<file path="src/rtl/irq_ctl_pkg.sv">
package irq_ctl_pkg;

  typedef enum logic [1:0] {
    WIDTH_SHORT = 2'b00,
    WIDTH_MID   = 2'b01,
    WIDTH_LONG  = 2'b10,
    WIDTH_LEVEL = 2'b11
  } req_width_e;

  typedef enum logic [1:0] {
    DRV_OPEN = 2'b00,
    DRV_LOW  = 2'b01,
    DRV_HIGH = 2'b10,
    DRV_OFF  = 2'b11
  } drv_mode_e;

  typedef enum logic [1:0] {
    CPD_NONE   = 2'b00,
    CPD_PSYNC  = 2'b01,
    CPD_STRIPE = 2'b10,
    CPD_ANY    = 2'b11
  } cpd_sel_e;

  // bit positions inside the configuration byte
  localparam int WIDTH_LSB = 6;
  localparam int CPD_LSB   = 4;
  localparam int DRV_LSB   = 0;

  typedef struct packed {
    req_width_e width;
    cpd_sel_e   cpd;
    drv_mode_e  drv;
  } irq_cfg_t;

  localparam irq_cfg_t CFG_RESET = '{width: WIDTH_SHORT, cpd: CPD_PSYNC, drv: DRV_OPEN};

endpackage

</file>
<file path="src/rtl/irq_cpd_qual.sv">
module irq_cpd_qual
  import irq_ctl_pkg::*;
(
  input  cpd_sel_e sel_i,
  input  logic     psync_i,
  input  logic     stripe_i,
  output logic     hit_o
);

  always_comb begin
    case (sel_i)
      CPD_PSYNC:  hit_o = psync_i;
      CPD_STRIPE: hit_o = stripe_i;
      CPD_ANY:    hit_o = psync_i | stripe_i;
      default:    hit_o = 1'b0;
    endcase
  end

endmodule

</file>
<file path="src/rtl/irq_status_bank.sv">
module irq_status_bank #(
  parameter int NSRC = 5
) (
  input  logic            clk,
  input  logic            rst_n,
  input  logic [NSRC-1:0] raw_i,
  input  logic [NSRC-1:0] clr_i,
  output logic [NSRC-1:0] status_o
);

  logic [NSRC-1:0] prev_q;
  logic [NSRC-1:0] stat_q;
  logic [NSRC-1:0] rise;

  assign rise     = raw_i & ~prev_q;
  assign status_o = stat_q;

  always_ff @(posedge clk) begin
    if (!rst_n) prev_q <= '0;
    else        prev_q <= raw_i;
  end

  for (genvar g = 0; g < NSRC; g++) begin : g_bit
    always_ff @(posedge clk) begin
      if (!rst_n)        stat_q[g] <= 1'b0;
      else if (clr_i[g]) stat_q[g] <= 1'b0;
      else if (rise[g])  stat_q[g] <= 1'b1;
    end

    // a clear strobe always empties its own bit
    assert_clear_wins_R3: assert property (@(posedge clk) disable iff (!rst_n)
      clr_i[g] |=> !stat_q[g]);

    // a fresh edge without a clear is captured
    assert_edge_latch_R2: assert property (@(posedge clk) disable iff (!rst_n)
      (raw_i[g] && !prev_q[g] && !clr_i[g]) |=> stat_q[g]);

    // a set bit survives until cleared
    assert_sticky_R2: assert property (@(posedge clk) disable iff (!rst_n)
      (stat_q[g] && !clr_i[g]) |=> stat_q[g]);
  end

endmodule

</file>
<file path="src/rtl/irq_req_timer.sv">
module irq_req_timer
  import irq_ctl_pkg::*;
#(
  parameter int DUR_SHORT = 3,
  parameter int DUR_MID   = 15,
  parameter int DUR_LONG  = 63
) (
  input  logic       clk,
  input  logic       rst_n,
  input  logic       pend_i,
  input  req_width_e width_i,
  output logic       req_o
);

  localparam int CNT_W = $clog2(DUR_LONG + 1);

  logic             pend_q;
  logic [CNT_W-1:0] cnt_q;
  logic [CNT_W-1:0] load;
  logic             start;

  always_comb begin
    case (width_i)
      WIDTH_SHORT: load = CNT_W'(DUR_SHORT);
      WIDTH_MID:   load = CNT_W'(DUR_MID);
      WIDTH_LONG:  load = CNT_W'(DUR_LONG);
      default:     load = '0;
    endcase
  end

  // only an inactive-to-active change of the source starts a pulse
  assign start = pend_i & ~pend_q;

  always_ff @(posedge clk) begin
    if (!rst_n) begin
      pend_q <= 1'b0;
      cnt_q  <= '0;
    end else begin
      pend_q <= pend_i;
      if (start)             cnt_q <= load;
      else if (cnt_q != '0)  cnt_q <= cnt_q - 1'b1;
    end
  end

  assign req_o = (width_i == WIDTH_LEVEL) ? pend_q : (cnt_q != '0);

  // a running pulse is never reloaded while the source stays pending
  assert_no_retrigger_R7: assert property (@(posedge clk) disable iff (!rst_n)
    (pend_q && cnt_q != '0) |=> (cnt_q == $past(cnt_q) - 1'b1));

  // with no source and no pulse running the request stays low
  assert_idle_quiet_R4: assert property (@(posedge clk) disable iff (!rst_n)
    (!pend_q && !pend_i && cnt_q == '0) |=> !req_o);

endmodule

</file>
<file path="src/rtl/irq_pin_stage.sv">
module irq_pin_stage
  import irq_ctl_pkg::*;
(
  input  drv_mode_e mode_i,
  input  logic      req_i,
  output logic      pin_o,
  output logic      pin_oe_o
);

  always_comb begin
    case (mode_i)
      DRV_OPEN: begin pin_o = 1'b0;    pin_oe_o = req_i; end
      DRV_LOW:  begin pin_o = ~req_i;  pin_oe_o = 1'b1;  end
      DRV_HIGH: begin pin_o = req_i;   pin_oe_o = 1'b1;  end
      default:  begin pin_o = 1'b0;    pin_oe_o = 1'b0;  end
    endcase
  end

endmodule

</file>
<file path="src/rtl/irq_req_ctl.sv">
module irq_req_ctl
  import irq_ctl_pkg::*;
#(
  parameter int NUM_EVT   = 4,
  parameter int DUR_SHORT = 3,
  parameter int DUR_MID   = 15,
  parameter int DUR_LONG  = 63
) (
  input  logic             clk,
  input  logic             rst_n,
  input  logic             cfg_we,
  input  logic [7:0]       cfg_wdata,
  input  logic             mask_we,
  input  logic [NUM_EVT:0] mask_wdata,
  input  logic [NUM_EVT:0] clr_i,
  input  logic             stim_we,
  input  logic             stim_wdata,
  input  logic [NUM_EVT-1:0] evt_i,
  input  logic             psync_i,
  input  logic             stripe_i,
  output logic [NUM_EVT:0] status_o,
  output logic             pin_o,
  output logic             pin_oe_o
);

  localparam int NSRC   = NUM_EVT + 1;
  localparam int CPD_IX = NUM_EVT;

  irq_cfg_t        cfg_q;
  logic [NSRC-1:0] mask_q;
  logic            stim_q;
  logic            cpd_hit;
  logic [NSRC-1:0] raw;
  logic [NSRC-1:0] stat;
  logic            pend;
  logic            req;
  logic            cfg_unused;

  // bits [3:2] of the configuration byte carry no function
  assign cfg_unused = ^cfg_wdata[3:2];

  always_ff @(posedge clk) begin
    if (!rst_n) begin
      cfg_q  <= CFG_RESET;
      mask_q <= '0;
      stim_q <= 1'b0;
    end else begin
      if (cfg_we) begin
        cfg_q.width <= req_width_e'(cfg_wdata[WIDTH_LSB +: 2]);
        cfg_q.cpd   <= cpd_sel_e'(cfg_wdata[CPD_LSB +: 2]);
        cfg_q.drv   <= drv_mode_e'(cfg_wdata[DRV_LSB +: 2]);
      end
      if (mask_we) mask_q <= mask_wdata;
      if (stim_we) stim_q <= stim_wdata;
    end
  end

  irq_cpd_qual u_cpd (
    .sel_i    (cfg_q.cpd),
    .psync_i  (psync_i),
    .stripe_i (stripe_i),
    .hit_o    (cpd_hit)
  );

  assign raw = {cpd_hit, evt_i};

  irq_status_bank #(.NSRC(NSRC)) u_bank (
    .clk      (clk),
    .rst_n    (rst_n),
    .raw_i    (raw),
    .clr_i    (clr_i),
    .status_o (stat)
  );

  assign pend = (|(stat & mask_q)) | stim_q;

  irq_req_timer #(
    .DUR_SHORT (DUR_SHORT),
    .DUR_MID   (DUR_MID),
    .DUR_LONG  (DUR_LONG)
  ) u_timer (
    .clk     (clk),
    .rst_n   (rst_n),
    .pend_i  (pend),
    .width_i (cfg_q.width),
    .req_o   (req)
  );

  irq_pin_stage u_pin (
    .mode_i   (cfg_q.drv),
    .req_i    (req),
    .pin_o    (pin_o),
    .pin_oe_o (pin_oe_o)
  );

  assign status_o = stat;

  // reserved select never sets the copy-protection bit
  assert_cpd_reserved_R11: assert property (@(posedge clk) disable iff (!rst_n)
    (cfg_q.cpd == CPD_NONE && !stat[CPD_IX]) |=> !stat[CPD_IX]);

  // open-drain mode never drives a high level
  assert_od_never_high_R10: assert property (@(posedge clk) disable iff (!rst_n)
    (cfg_q.drv == DRV_OPEN && pin_oe_o) |-> !pin_o);

endmodule

</file>
<file path="config.mk">
export PLATFORM = sky130hd
export DESIGN_NAME = irq_req_ctl
export DESIGN_NICKNAME = d
export VERILOG_FILES = /design/src/rtl/irq_ctl_pkg.sv /design/src/rtl/irq_cpd_qual.sv /design/src/rtl/irq_status_bank.sv /design/src/rtl/irq_req_timer.sv /design/src/rtl/irq_pin_stage.sv /design/src/rtl/irq_req_ctl.sv
export SDC_FILE = /design/constraint.sdc
export NUM_CORES = 1
export LEC_CHECK = 0
export BUFFER_PORTS_ARGS = -buffer_cell sky130_fd_sc_hd__buf_2
export CAP_MARGIN = 20
export CELL_PAD_IN_SITES_DETAIL_PLACEMENT = 1
export CELL_PAD_IN_SITES_GLOBAL_PLACEMENT = 1
export CORE_UTILIZATION = 39
export CTS_CLUSTER_SIZE = 10
export DETAILED_ROUTE_END_ITERATION = 16
export PLACE_DENSITY = 0.77
export SYNTH_ARGS = -nofsm -noshare
export SYNTH_HDL_FRONTEND = slang
export SYNTH_HIERARCHICAL = 1
export SYNTH_SLANG_ARGS = --single-unit
</file>
<file path="constraint.sdc">
create_clock -name clk -period 2.4 [get_ports clk]
set_input_delay 0.48 -clock clk [delete_from_list [all_inputs] [get_ports clk]]
set_output_delay 0.48 -clock clk [all_outputs]
set_load 0.05 [all_outputs]
</file>
==> results of run 1 <==
[worst reg2reg max path: cells and delay by family, from the launching register on]
| family | cells | cell delay, ns |
|---|---|---|
| buffers and inverters | 3 | 0.34 |
| AO/OA/AOI/OAI | 2 | 0.36 |
| AND/OR/NAND/NOR | 2 | 0.63 |
| flip-flops | 1 | 0.34 |
| adder cells (fa/ha/maj) | 1 | 0.13 |
[cells by family (layout without fill, tap and decap cells)]
kind of cell | after synthesis | count (layout)
flops | 29 | 29
xor+xnor | 5 | 5
fa+ha+maj | 9 | 9
buf+inv | 17 | 67
compound gates | 19 | 19
simple gates | 38 | 38
mux | 14 | 14
[synthesized netlist by cell type, drive strengths merged]
cell / n
dfxtp: 29
nor2b: 16
inv: 12
mux2i: 12
ha: 9
and2: 7
o211a: 5
o21ai: 5
buf: 4
nor2: 4
xnor2: 4
nand2: 3
a21oi: 2
a22oi: 2
mux2: 2
nand3: 2
o22a: 2
a22o: 1
clkbuf: 1
nand2b: 1
nor3: 1
nor3b: 1
o22ai: 1
o32ai: 1
or2: 1
or3: 1
or4b: 1
xor2: 1
[layout by cell type (no fill, tap or decap), drive strengths merged]
cell type,count
or3,1
inv,12
bufinv,1
clkbuf,7
nor3,1
buf,47
o21ai,5
or2,1
nor3b,1
ha,9
xor2,1
or4b,1
a22oi,2
o22a,2
o22ai,1
xnor2,4
mux2,2
dfxtp,29
o211a,5
nand3,2
and2,7
nor2b,16
nand2b,1
a22o,1
nor2,4
mux2i,12
nand2,3
o32ai,1
a21oi,2
[layout make-up]
| cell class | count | area [µm²] |
|---|---|---|
| tap | 46 | 57.6 |
| sequential | 29 | 583 |
| multi-input combinational | 85 | 723 |
| fill | 412 | 1590 |
| timing repair buffer | 47 | 284 |
| clock inverter | 1 | 30.0 |
| inverter | 12 | 45.0 |
| clock buffer | 7 | 55.1 |
[stage by stage]
stage               cells  TNS [ns]  utilization  setup WS [ns]
floorplan             131         0            -         0.0483
global route          227    -0.908        0.529         -0.456
global placement      214   -0.0618        0.484        -0.0618
finish                227    -0.767        0.529         -0.393
detailed placement    214   -0.0829        0.484        -0.0829
CTS                   226    -0.756        0.526         -0.389
[sequential cells by signal, summed over array words and instances, names as in the netlist]
| signal | cells |
|---|---|
| cfg_q | 6 |
| mask_q | 5 |
| stim_q | 1 |
| u_bank/prev_q | 5 |
| u_bank/status_o | 5 |
| u_timer/cnt_q | 6 |
| u_timer/pend_q | 1 |
[path summary, 6_finish.rpt]
check / cells after the start / to / slack (ns)
max: 7 / pin_o / -0.39
min: 2 / u_bank/prev_q[0] / 0.37
min reg2reg: 2 / cfg_q[2] / 0.49
max reg2reg: 8 / u_timer/cnt_q[4] / 0.51
[routing by layer]
metal	up-vias	global-route usage	part of all wire
met5	-	0	0
met4	0	0.108	0.031
met3	11	0.0735	0.053
met2	32	0.306	0.50
met1	509	0.199	0.41
li1	531	-	-
[power groups by stage]
| stage | clock network (mW) | logic (mW) | registers, mW |
|---|---|---|---|
| floorplan | 0 | 0.361 | 0.598 |
| detailed placement | 0 | 0.556 | 0.584 |
| global route | 0.452 | 0.739 | 0.586 |
| finish | 0.422 | 0.677 | 0.580 |
| global placement | 0 | 0.535 | 0.579 |
| CTS | 0.433 | 0.651 | 0.579 |
[repair_timing]
action / in CTS / in global routing
setup buffers: 4 / 1
resized for setup: 11 / 0
hold buffers: 0 / 0
endpoints found under the setup margin: 2 / 2
pin swaps: 2 / 0
cloned: 0 / 0
==> impl_metrics.csv, run 1 <==
group,metric,value,unit
place,io_buffers,34,
timing,drv_slew,0,
drt,antenna_left,0,
timing,hold_slack,0.368,ns
drt,wl,3080,µm
timing,fmax,358,MHz
synth,synth_top_cell_by_area,"dfxtp_1",
floorplanning,ioPinCount,37,
timing,post-route-min-period,2.79,ns
final_layout,area_growth,28.5,%
setup_path,arrival,2.31,ns
floorplanning,die_area,0.00379,mm²
clock_tree,cts-buffers-inserted,5,
synth,yosys.area_share.adder,0.0814,
clock_tree,cts_tree,"built",
drt,wl_per_cell,13.6,µm
setup_path,crit_family,"simple AND/OR/NAND/NOR gates",
synth,synth_top_area_frac,0.420,
floorplanning,die_h,61.6,µm
clock_tree,cts_root_buffer,"clkbuf_4",
timing,skew,0.0115,ns
place,placed_cell_area,0.00163,mm²
floorplanning,die_width,61.6,µm
power_and_ir_drop,p_switching,0.519,mW
outcome,violations,"setup timing",
drt,firstDrtPassIters,2,
synth,synth_cell_types,33,
job,cap_violations,0,
synth,synthMuxAreaShare,0.106,
outcome,status,"finished, violations left",
setup_path,cp_common_cell,"mux2_4",
synth,ys_seq_area_frac,0.420,
clock_tree,cts_num_sinks,29,
place,dpl.hpwl,2170,µm
global_routing,overflow,0,
synth,synthCells,131,
place,gp_congestion,0.713,
setup_path,cp_num_buf_inv,2,
power_and_ir_drop,power.leakage,0.912,nW
global_routing,grt_max_degree,28,
setup_path,critical_path_class,"reg -> out",
setup_path,crit_slowest_cell,"or4b_4",
setup_path,critPathLaunchType,"flop",
power_and_ir_drop,combPwrFrac,0.403,
setup_path,crit_start,"u_timer/cnt_q[0]",
synth,yosys-top-cells-area,"dfxtp_1 42%, mux2i_1 8.7%, ha_1 8.1%",
timing,setup_ws,-0.393,ns
min_path,hold_class,"in -> reg",
power_and_ir_drop,switching_share,0.309,
synth,synth_top_family_by_area,"simple AND/OR/NAND/NOR gates",
clock_tree,clock_latency,0.34,ns
setup_path,crit_fanout,2,
synth,yosys.area_share.xor_xnor,0.0316,
synth,syn_nets,170,
synth,netlist_area,0.00138,mm²
global_routing,grtUsageTotal,0.185,
power_and_ir_drop,finalPower,1.68,mW
synth,yosys_register_bits,29,
global_routing,grt_pass1_vias,1117,
power_and_ir_drop,clock_power_share,0.251,
drt,drc_errors,0,
final_layout,drive_gt1_frac,0.403,
timing,maxSlewHeadroom,0.714,
floorplanning,start_util,0.411,
drt,viasPerCell,4.77,
timing,setup_viol,2,
timing,min_period_over_period,1.16,
power_and_ir_drop,intPower,1.16,mW
timing,worstMarginPinSlew,0.428,ns
floorplanning,coreArea,0.00336,mm²
synth,synthSimpleGateAreaFrac,0.196,
drt,routed-via-count,1083,
power_and_ir_drop,ir_worst_vdd,0.000418,V
synth,synth.avg_cell_area,10.6,µm²
setup_path,crit_path_end_kind,"primary output",
floorplanning,rows,21,
clock_tree,cts_htree_levels,2,
final_layout,fin_nets,219,
synth,synth_compound_area_frac,0.102,
final_layout,antennaDiodeCount,0,
clock_tree,clk_pin_slew_worst_paths,0.10,ns
drt,drtIter0Drc,19,
timing,grt_setup_unrepaired,"yes",
timing,hold_violations,0,
power_and_ir_drop,pwr-share-seq,0.345,
min_path,holdCritStartpoint,"evt_i[0]",
global_routing,grt_pass1_wl,4840,µm
global_routing,grt_antenna_before_repair,0,
setup_path,required,1.92,ns
final_layout,design_area,0.00178,mm²
synth,ys_warn_count,6,
clock_tree,cts_buffer_depth,2,
setup_path,rr_startpoint,"u_timer/cnt_q[0]",
setup_path,crit_path_cell_trace,"inv_2 > ha_1 > or4b_4 > or2_4 > mux2_4 > mux2_4 > buf_8",
power_and_ir_drop,power.density,944,mW/mm²
setup_path,slowest_delay,0.47,ns
Power figures use the tool's default switching activity.
==> inputs of run 2 (changes only) <==
--- a/config.mk
+++ b/config.mk
@@ -9,10 +9,10 @@
 export CAP_MARGIN = 20
 export CELL_PAD_IN_SITES_DETAIL_PLACEMENT = 1
 export CELL_PAD_IN_SITES_GLOBAL_PLACEMENT = 1
-export CORE_UTILIZATION = 39
+export CORE_UTILIZATION = 40
 export CTS_CLUSTER_SIZE = 10
 export DETAILED_ROUTE_END_ITERATION = 16
-export PLACE_DENSITY = 0.77
+export PLACE_DENSITY_LB_ADDON = 0.1
 export SYNTH_ARGS = -nofsm -noshare
 export SYNTH_HDL_FRONTEND = slang
 export SYNTH_HIERARCHICAL = 1
==> constraint.sdc (replaced) <==
create_clock -name clk -period 3.5 [get_ports clk]
set_input_delay 0.7 -clock clk [delete_from_list [all_inputs] [get_ports clk]]
set_output_delay 0.7 -clock clk [all_outputs]
set_load 0.05 [all_outputs]
==> impl_metrics.csv, run 2 (synthesis results as in run 1) <==
group,metric,value,unit
outcome,status,"finished clean",
global_routing,globalRouteMet3Util,0.0704,
place,gp_congestion,0.663,
setup_path,crit_fanout,4,
floorplanning,die_h,60.8,µm
final_layout,fin_util,0.509,
floorplanning,rows,20,
clock_tree,ctsHoldBuffers,0,
floorplanning,coreArea,0.00318,mm²
final_layout,final_cell_mix,"34 x buf_2, 29 x dfxtp_1, 12 x mux2i_1, 12 x inv_1, 11 x nor2b_1",
final_layout,area_growth,16.9,%
timing,worstMarginPinSlew,0.416,ns
final_layout,fin_nets,206,
floorplanning,die_area,0.00370,mm²
global_routing,grt_pass1_vias,1037,
setup_path,required,2.80,ns
global_routing,grtUsageTotal,0.168,
place,io_buffers,34,
clock_tree,cts_buffer_depth,2,
floorplanning,die_width,60.8,µm
timing,post-route-min-period,3.11,ns
timing,fmax,321,MHz
setup_path,reg2reg_slack,1.79,ns
global_routing,use_met2,0.290,
final_layout,fill_cells,398,
clock_tree,post_cts_buffers,0,
global_routing,grt_pass1_wl,4310,µm
drt,firstDrtPassIters,4,
power_and_ir_drop,power.density,565,mW/mm²
job,cap_violations,0,
final_layout,antennaDiodeCount,0,
global_routing,grt_max_degree,28,
timing,grt_setup_unrepaired,"no",
drt,wl,2680,µm
final_layout,final_common_cell,"buf_2",
clock_tree,cts_root_buffer,"clkbuf_4",
setup_path,critPathLaunchType,"flop",
min_path,hold_class,"reg -> reg",
floorplanning,ioPinCount,37,
place,dpl.hpwl,2030,µm
final_layout,drive_gt1_frac,0.327,
timing,hold_violations,0,
clock_tree,cts-buffers-inserted,5,
clock_tree,clk_pin_slew_worst_paths,0.09,ns
drt,wl_per_cell,12.7,µm
clock_tree,cts_tree,"built",
drt,drc_errors,0,
clock_tree,cts_htree_levels,2,
setup_path,crit_path_end_kind,"primary output",
drt,drtIter0Drc,36,
clock_tree,ctsResizeCount,0,
timing,maxSlewHeadroom,0.723,
drt,viasPerCell,4.77,
final_layout,reg.largest.list,"cfg_q: 6 flops, u_timer/cnt_q: 6 flops",
setup_path,critical_path_class,"reg -> out",
clock_tree,clock_latency,0.32,ns
power_and_ir_drop,finalPower,0.914,mW
power_and_ir_drop,ir_worst_vdd,0.000255,V
clock_tree,cts_num_sinks,29,
power_and_ir_drop,power.leakage,0.827,nW
global_routing,grtUsageMet1,0.178,
timing,tns,0,ns
global_routing,overflow,0,
setup_path,arrival,2.41,ns
drt,antenna_left,0,
floorplanning,start_util,0.435,
global_routing,grt_antenna_before_repair,0,
timing,setup_viol,0,
global_routing,grt.busiest_layer,"met2",
timing,drv_slew,0,
drt,routed-via-count,1011,
timing,skew,0.00690,ns
timing,min_period_over_period,0.890,
## run 2: changes by cell type in the layout (fill, tap and decap cells not counted), moves of 2 or more
cell / change
inv_2: -2
clkinv_2: +2
dfxtp_1: +2
inv_1: +2
buf_2: +2
dfxtp_2: -2
buf_4: -13
## run 2: final timing paths
kind	from	end	depth (start not counted)
max	u_timer/cnt_q[0]	pin_o	7
min	cfg_q[2]	cfg_q[2]	2
max reg2reg	u_timer/cnt_q[0]	u_timer/cnt_q[1]	6
min reg2reg	cfg_q[2]	cfg_q[2]	2
## run 2: metal layers
metal / routed length, µm / up-vias
li1: - / 508
met1: 1150 / 469
met2: 1350 / 27
met3: 150 / 7
met4: 38 / 0
met5: 0 / -
## run 2: area by class of cell
type / count / area (µm²) / area share
clock buffers: 6 / 41.3 / 0.0255
clock inverters: 2 / 10.0 / 0.00619
inverters: 12 / 45.0 / 0.0278
multi-input cells: 85 / 716 / 0.442
flip-flops and latches: 29 / 581 / 0.359
well taps: 44 / 55.1 / 0.0340
repair buffers: 34 / 170 / 0.105
## run 2: worst max-delay path, cell delays in order, from the launching register on
cell and delay (ns):
dfxtp_1 0.34, inv_1 0.09, ha_1 0.14, or4b_4 0.47, or2_4 0.27, mux2_2 0.29, mux2_4 0.29, buf_2 0.21
## run 2: stage by stage
step                hold slack (ns)  setup WS, ns  cell area (µm²)  std cells
CTS                           0.503         0.354             1620        212
floorplan                     0.442         0.928             1380        131
finish                        0.500         0.386             1620        212
global placement              0.461         0.767             1570        204
detailed placement            0.474         0.737             1570        204
global route                  0.516         0.283             1620        212
## run 2: power breakdown
group          internal, mW  leakage, nW  switching (mW)
Clock                0.0763       0.0320           0.114
Sequential            0.368        0.240          0.0344
Combinational         0.157        0.556           0.164
==> inputs of run 3 (changes only) <==
--- a/config.mk
+++ b/config.mk
@@ -9,6 +9,7 @@
 export CAP_MARGIN = 20
 export CELL_PAD_IN_SITES_DETAIL_PLACEMENT = 1
 export CELL_PAD_IN_SITES_GLOBAL_PLACEMENT = 1
+export CORE_ASPECT_RATIO = 0.9
 export CORE_UTILIZATION = 40
 export CTS_CLUSTER_SIZE = 10
 export DETAILED_ROUTE_END_ITERATION = 16
==> impl_metrics.csv, run 3 (synthesis results as in run 1) <==
group,metric,value,unit
outcome,status,"finished clean",
global_routing,grtUsageTotal,0.176,
clock_tree,cts-buffers-inserted,5,
clock_tree,cts_num_sinks,29,
drt,routed-via-count,1016,
clock_tree,ctsHoldBuffers,0,
floorplanning,ioPinCount,37,
final_layout,antennaDiodeCount,0,
clock_tree,post_cts_buffers,0,
power_and_ir_drop,power.density,591,mW/mm²
final_layout,multi_input_area,716,µm²
floorplanning,die_h,57.8,µm
timing,maxSlewHeadroom,0.724,
final_layout,fin_nets,206,
timing,tns,0,ns
final_layout,design_area,0.00165,mm²
setup_path,required,2.80,ns
final_layout,drive_gt1_frac,0.327,
floorplanning,die_area,0.00370,mm²
setup_path,crit_path_cell_trace,"inv_1 > ha_1 > or4b_4 > or2_4 > mux2_2 > mux2_4 > buf_2",
timing,skew,0.00523,ns
place,dpl.cell_count,202,
clock_tree,cts_tree,"built",
global_routing,grt_pass1_wl,4910,µm
setup_path,slowest_delay,0.47,ns
place,placed_cell_area,0.00156,mm²
place,gp_congestion,0.677,
drt,drc_errors,0,
final_layout,seqCellArea,581,µm²
setup_path,critical_path_class,"reg -> out",
timing,setup_viol,0,
floorplanning,coreArea,0.00316,mm²
drt,viasPerCell,4.84,
clock_tree,cts_root_buffer,"clkbuf_8",
clock_tree,clk_pin_slew_worst_paths,0.06,ns
floorplanning,rows,19,
timing,min_period_over_period,0.865,
timing,drv_slew,0,
timing,grt_setup_unrepaired,"no",
global_routing,grt_pass1_vias,1128,
clock_tree,ctsResizeCount,0,
final_layout,final_cell_mix,"34 x buf_2, 29 x dfxtp_1, 12 x mux2i_1, 12 x inv_1, 11 x nor2b_1",
final_layout,area_growth,19.0,%
clock_tree,clock_latency,0.27,ns
timing,post-route-min-period,3.03,ns
drt,antenna_left,0,
min_path,hold_class,"reg -> reg",
setup_path,arrival,2.33,ns
place,io_buffers,34,
setup_path,critPathLaunchType,"flop",
timing,hold_violations,0,
final_layout,final_common_cell,"buf_2",
drt,firstDrtPassIters,4,
global_routing,grt_antenna_before_repair,0,
final_layout,reg.largest.list,"cfg_q: 6 flops, u_timer/cnt_q: 6 flops",
global_routing,grt_max_degree,28,
floorplanning,start_util,0.438,
place,dpl.hpwl,2150,µm
timing,worstMarginPinSlew,0.414,ns
floorplanning,die_width,64,µm
global_routing,overflow,0,
setup_path,crit_fanout,4,
setup_path,crit_slowest_cell,"or4b_4",
drt,drtIter0Drc,34,
power_and_ir_drop,ir_worst_vdd,0.000233,V
final_layout,fill_cells,376,
job,cap_violations,0,
setup_path,crit_path_end_kind,"primary output",
timing,fmax,330,MHz
clock_tree,cts_buffer_depth,2,
final_layout,layout.cells.non_filler,210,
final_layout,fin_util,0.521,
clock_tree,cts_htree_levels,2,
power_and_ir_drop,power.leakage,0.840,nW
drt,wl,2810,µm
drt,wl_per_cell,13.4,µm
==> run 3: critical path: cells and delay by family (launching register included) <==
| kind | cells | cell delay, ns |
|---|---|---|
| buffers and inverters | 2 | 0.29 |
| multiplexers | 2 | 0.58 |
| adder cells (fa/ha/maj) | 1 | 0.13 |
| AND/OR/NAND/NOR | 2 | 0.74 |
| flip-flops | 1 | 0.33 |
==> run 3: final timing paths <==
path | start | cells past startpoint | to | slack [ns]
setup reg to reg | u_timer/cnt_q[0] | 6 | u_timer/cnt_q[4] | 1.83
hold reg to reg | cfg_q[2] | 2 | cfg_q[2] | 0.51
hold / removal | cfg_q[2] | 2 | cfg_q[2] | 0.51
setup / recovery | u_timer/cnt_q[0] | 7 | pin_o | 0.47
==> run 3: layout make-up <==
| type | count | share of cell area |
|---|---|---|
| Tap cell | 42 | 0.0319 |
| Inverter | 12 | 0.0274 |
| Timing Repair Buffer | 34 | 0.103 |
| Clock inverter | 2 | 0.00608 |
| Sequential cell | 29 | 0.353 |
| Multi-Input combinational cell | 85 | 0.435 |
| Clock buffer | 6 | 0.0441 |
==> run 3: metrics by stage <==
step / power [mW] / setup WS [ns] / hold WS (ns)
finish: 0.974 / 0.471 / 0.512
global placement: 0.709 / 0.771 / 0.461
floorplan: 0.658 / 0.928 / 0.442
detailed placement: 0.726 / 0.751 / 0.503
global route: 1.05 / 0.368 / 0.550
CTS: 0.990 / 0.445 / 0.521
==> run 3: power by group <==
group	total, mW	switching, mW	internal [mW]
Sequential	0.402	0.0326	0.369
Combinational	0.317	0.162	0.155
Clock	0.255	0.118	0.137
Total	0.974	0.312	0.662
==> run 3: per-layer routing <==
layer  global-route usage  vias up  routed length, µm  part of all wire
met5                    0        -                  0                 0
met4               0.0584        0                 13            0.0046
met3               0.0591        2                113             0.040
met2                0.316       19               1500              0.53
met1                0.197      489               1190              0.42
li1                     -      506                  -                 -
